## src/rtl/fwc_pkg.sv

```systemverilog
package fwc_pkg;
  localparam int REG_W     = 8;
  localparam int PWE_POS   = 0;
  localparam int ERASE_POS = 1;
  localparam int LOCK_POS  = 6;
  localparam int BOOT_POS  = 7;
endpackage

```

## src/rtl/fwc_pwe_bit.sv

```systemverilog
module fwc_pwe_bit (
  input  logic clk,
  input  logic rst_n,
  input  logic wr_en,
  input  logic wr_val,
  input  logic irq_glob_en,
  input  logic byte_done,
  output logic pwe_q
);
  always_ff @(posedge clk or negedge rst_n) begin
    if (!rst_n)                     pwe_q <= 1'b0;
    else if (byte_done)             pwe_q <= 1'b0;
    else if (wr_en && !irq_glob_en) pwe_q <= wr_val;
  end


  pwe_selfclear_chk: assert property (@(posedge clk) disable iff (!rst_n)
    byte_done |=> !pwe_q);


  pwe_gate_chk: assert property (@(posedge clk) disable iff (!rst_n)
    (irq_glob_en && !byte_done) |=> $stable(pwe_q));
endmodule

```

## src/rtl/fwc_erase_bit.sv

```systemverilog
module fwc_erase_bit (
  input  logic clk,
  input  logic rst_n,
  input  logic wr_en,
  input  logic wr_val,
  input  logic erase_done,
  output logic arm_q
);
  always_ff @(posedge clk or negedge rst_n) begin
    if (!rst_n)          arm_q <= 1'b0;
    else if (erase_done) arm_q <= 1'b0;
    else if (wr_en)      arm_q <= wr_val;
  end


  arm_selfclear_chk: assert property (@(posedge clk) disable iff (!rst_n)
    erase_done |=> !arm_q);
endmodule

```

## src/rtl/fwc_lock_bit.sv

```systemverilog
module fwc_lock_bit (
  input  logic clk,
  input  logic rst_n,
  input  logic wr_en,
  input  logic wr_val,
  output logic lock_q
);
  always_ff @(posedge clk or negedge rst_n) begin
    if (!rst_n)               lock_q <= 1'b0;
    else if (wr_en && wr_val) lock_q <= 1'b1;
  end


  lock_sticky_chk: assert property (@(posedge clk) disable iff (!rst_n)
    lock_q |=> lock_q);
endmodule

```

## src/rtl/flash_wr_ctrl.sv

```systemverilog
module flash_wr_ctrl
  import fwc_pkg::*;
(
  input  logic             clk,
  input  logic             rst_n,
  input  logic             sfr_we,
  input  logic [REG_W-1:0] sfr_wdata,
  input  logic             irq_glob_en,
  input  logic             byte_done,
  input  logic             erase_done,
  input  logic             preboot_active,
  input  logic             ext_rd_req,
  output logic             prog_wr_steer,
  output logic             erase_arm,
  output logic             sec_lock,
  output logic             ext_rd_grant,
  output logic [REG_W-1:0] sfr_rdata
);
  logic pwe_q, arm_q, lock_q;
  logic unused_wbits;

  fwc_pwe_bit u_pwe (
    .clk(clk), .rst_n(rst_n), .wr_en(sfr_we), .wr_val(sfr_wdata[PWE_POS]),
    .irq_glob_en(irq_glob_en), .byte_done(byte_done), .pwe_q(pwe_q));

  fwc_erase_bit u_erase (
    .clk(clk), .rst_n(rst_n), .wr_en(sfr_we), .wr_val(sfr_wdata[ERASE_POS]),
    .erase_done(erase_done), .arm_q(arm_q));

  fwc_lock_bit u_lock (
    .clk(clk), .rst_n(rst_n), .wr_en(sfr_we), .wr_val(sfr_wdata[LOCK_POS]),
    .lock_q(lock_q));

  // Bits of the write data that no field stores (reserved and status).
  always_comb begin
    unused_wbits = 1'b0;
    for (int i = 0; i < REG_W; i++)
      if (i != PWE_POS && i != ERASE_POS && i != LOCK_POS)
        unused_wbits = unused_wbits ^ sfr_wdata[i];
  end

  always_comb begin
    sfr_rdata            = '0;
    sfr_rdata[PWE_POS]   = pwe_q;
    sfr_rdata[ERASE_POS] = arm_q;
    sfr_rdata[LOCK_POS]  = lock_q;
    sfr_rdata[BOOT_POS]  = preboot_active;
  end

  assign prog_wr_steer = pwe_q;
  assign erase_arm     = arm_q;
  assign sec_lock      = lock_q;
  assign ext_rd_grant  = ext_rd_req & ~lock_q;


  lock_blocks_read_chk: assert property (@(posedge clk) disable iff (!rst_n)
    sec_lock |-> !ext_rd_grant);


  pwe_load_chk: assert property (@(posedge clk) disable iff (!rst_n)
    (sfr_we && !irq_glob_en && !byte_done) |=> (prog_wr_steer == $past(sfr_wdata[PWE_POS])));
endmodule

```

## config.mk

```make
export PLATFORM = sky130hd
export DESIGN_NAME = flash_wr_ctrl
export DESIGN_NICKNAME = d
export VERILOG_FILES = /design/src/rtl/fwc_pkg.sv /design/src/rtl/fwc_pwe_bit.sv /design/src/rtl/fwc_erase_bit.sv /design/src/rtl/fwc_lock_bit.sv /design/src/rtl/flash_wr_ctrl.sv
export SDC_FILE = /design/constraint.sdc
export NUM_CORES = 1
export LEC_CHECK = 0
export BUFFER_PORTS_ARGS = -buffer_cell sky130_fd_sc_hd__buf_4
export CAP_MARGIN = 20
export CELL_PAD_IN_SITES_DETAIL_PLACEMENT = 1
export CELL_PAD_IN_SITES_GLOBAL_PLACEMENT = 2
export CORE_MARGIN = 1
export CORE_UTILIZATION = 13
export CTS_BUF_LIST = sky130_fd_sc_hd__clkbuf_16
export DETAILED_ROUTE_END_ITERATION = 10
export PLACE_DENSITY = 0.73
export SETUP_SLACK_MARGIN = 0.1
export SYNTH_ARGS = -nofsm -noshare
export SYNTH_HDL_FRONTEND = slang
export SYNTH_SLANG_ARGS = --single-unit
```

## constraint.sdc

```tcl
create_clock -name clk -period 1.85 [get_ports clk]
set_input_delay 0.2775 -clock clk [delete_from_list [all_inputs] [get_ports clk]]
set_output_delay 0.2775 -clock clk [all_outputs]
set_load 0.005 [all_outputs]
```

==> results.yml <==
critical_path:
  critical_path_arrival_ns: 0.84
  r2r_slack_ns: 1.16
  path_cells: "nor2b_1 > buf_4"
  rr_endpoint: "u_lock.lock_q$_DFFE_PN0P_"
  crit_required_ns: 1.57
  start_kind: "flop"
  setup.worst_path.start: "u_lock.lock_q$_DFFE_PN0P_"
  critical_path.max_fanout: 4
  worst-path-buf-inv: 1
  r2r_cells: 1
  path_delay_family: "flip-flops"
  cp.depth: 2
  r2r_start: "u_lock.lock_q$_DFFE_PN0P_"
  crit_type: "flop to output port"
  worst_setup_path_end_kind: "output port"
  worstSetupEndpoint: "ext_rd_grant"
  crit_slowest_cell: "dfrtp_1"
  slowest_delay_ns: 0.39
power:
  p_comb_share_pct: 7.6
  p_clk_share_pct: 76.3
  peakVddDrop_mv: 0.589
  p_int_mw: 0.369
  p_seq_share_pct: 16.1
  p_sw_mw: 0.0661
  netSwitchingFraction_pct: 15.2
  power_per_cell_area_nw_per_um2: 1140
  leakage_nw: 0.198
sta:
  setup_viol: 0
  fin_skew_ns: 0
  max_freq_mhz: 891
  rsz0062_at_grt: "false"
  slew_viol_final: 0
  hold_violations: 0
  period_needed_ns: 1.12
  tns_ns: 0
  finalCritPeriodShare_pct: 60.6
place:
  gp_congestion: 0.573
  placed_cells: 46
  io_buffers: 16
floorplanning:
  die_y_um: 41.4
  core_area_um2: 1370
  num_rows: 13
  top_level_ports: 28
  dieArea_um2: 1710
  initial_core_util_pct: 14.7
  dieWidth_um: 41.4
global_routing:
  grt.overflow.total: 0
  antenna_found_initial: 0
  grt_pass1_vias: 154
  grt.total_usage_pct: 5.56
  grt_max_degree: 5
  grt_pass1_wl_um: 524
clocking:
  cts_root_buf: "clkbuf_16"
  cts_tree: "done"
  postCtsSetupBuffers: 0
  cts_buffer_depth: 2
  cts.sinks: 3
  cts.reportedPaths.clkPinSlew_ns: 0.03
  numCtsBuffers: 3
  cts.htree.levels: 1
  clk_latency_ns: 0.22
routing:
  vias: 175
  drtIter0Drc: 3
  wire_per_inst_um: 7.65
  drc: 0
  via_per_inst: 3.43
  routed_wl_um: 390
  drt.antenna.violating_nets: 0
  first_pass_iters: 4
logic_synthesis:
  yosys_register_bits: 3
  yosysTopAreaCell: "dfrtp_1"
  ys_seq_area_share_pct: 37.3
  yosys-top-cells-area: "dfrtp_1, buf_4, nand4bb_1"
  yosys.cell_types.count: 11
  syn_inst: 20
  synth.avg_cell_area_um2: 10.1
  synth_top_area_share_pct: 37.3
  syn-cell-area_um2: 201
  synth_warnings: 0
final_layout:
  antenna_cells: 0
  final_common_cell: "buf_4"
  fill_cells: 168
  final_cell_mix: "buf_4, conb_1, clkbuf_16, dfrtp_1"
  fin_cells: 51
  drive_gt1_share_pct: 58.3
  regArea_um2: 75.1
  multiInputGateArea_um2: 77.6
  nets: 53
  syn2layout_area_growth_pct: 88.8
run:
  drv_cap: 0
worst_hold_path:
  hold_class: "input port to flop"
status:
  status: "complete, no violations"
cell type report:
type                       instances  share of cell area (%)
sequential                         3                    19.7
tap                               15                    4.93
multi-input combinational         12                    20.4
timing repair buffer              17                    34.2
clock inverter                     1                   0.987
clock buffer                       3                    19.7
worst min-delay path by stage:
| stage | endpoint | slack (ns) | depth (start not counted) | start |
|---|---|---|---|---|
| final | u_erase.arm_q$_DFFE_PN0P_ | 0.20 | 2 | erase_done |
| after global routing | u_erase.arm_q$_DFFE_PN0P_ | 0.22 | 2 | erase_done |
| after CTS | u_erase.arm_q$_DFFE_PN0P_ | 0.20 | 2 | erase_done |
| after detailed placement | u_erase.arm_q$_DFFE_PN0P_ | 0.07 | 1 | rst_n |
| after global placement | u_erase.arm_q$_DFFE_PN0P_ | 0.07 | 1 | rst_n |
| after floorplan | u_erase.arm_q$_DFFE_PN0P_ | -0.02 | 0 | rst_n |
cells by family after synthesis:
family,Yosys count,synth area share [%]
buffers and inverters,8,29.8
DFF,3,37.3
AOI/OAI and AO/OA,2,8.70
other,1,1.86
and+or+nand+nor,5,17.4
muxes,1,4.97
cells in the mapped netlist (all sizes together):
cell type and number:
buf 8, conb 1, nand4bb 1, and2b 1, mux2i 1, nor2 1
dfrtp 3, o21ai 1, a21o 1, nor2b 1, nand2b 1
per-layer routing:
metal | GRT usage [%] | part of all wire, %
met1 | 4.89 | 36
met2 | 7.81 | 49
met3 | 3.19 | 15
met4 | 7.26 | 0
met5 | 0 | 0
power groups by stage:
stage / sequential (mW) / clock, mW / combinational [mW]
3_5_place_dp: 0.0710 / 0 / 0.0321
6_report: 0.0701 / 0.332 / 0.0332
2_1_floorplan: 0.0709 / 0 / 0.0189
5_1_grt: 0.0707 / 0.344 / 0.0369
4_1_cts: 0.0703 / 0.340 / 0.0338
3_3_place_gp: 0.0709 / 0 / 0.0319
metrics by stage:
step                      area (um^2)  hold slack [ns]  util (%)  setup WS (ns)  power, mW
after global routing              380            0.216      27.8          0.640      0.451
final                             380            0.203      27.8          0.728      0.435
after global placement            292           0.0702      21.3          0.948      0.103
after detailed placement          292           0.0702      21.3          0.942      0.103
after floorplan                   213          -0.0181         -           1.04     0.0898
after CTS                         380            0.201      27.8          0.711      0.444
registers in the layout (all words and copies together) (netlist names):
signal,cells
u_erase.arm_q,1
u_lock.lock_q,1
u_pwe.pwe_q,1
repair_timing:
item,CTS,global route
hold endpoints to repair,3,0
resized for setup,0,0
endpoints found under the setup margin,0,0
hold buffers,1,0
(Power assumes the default switching activity.)
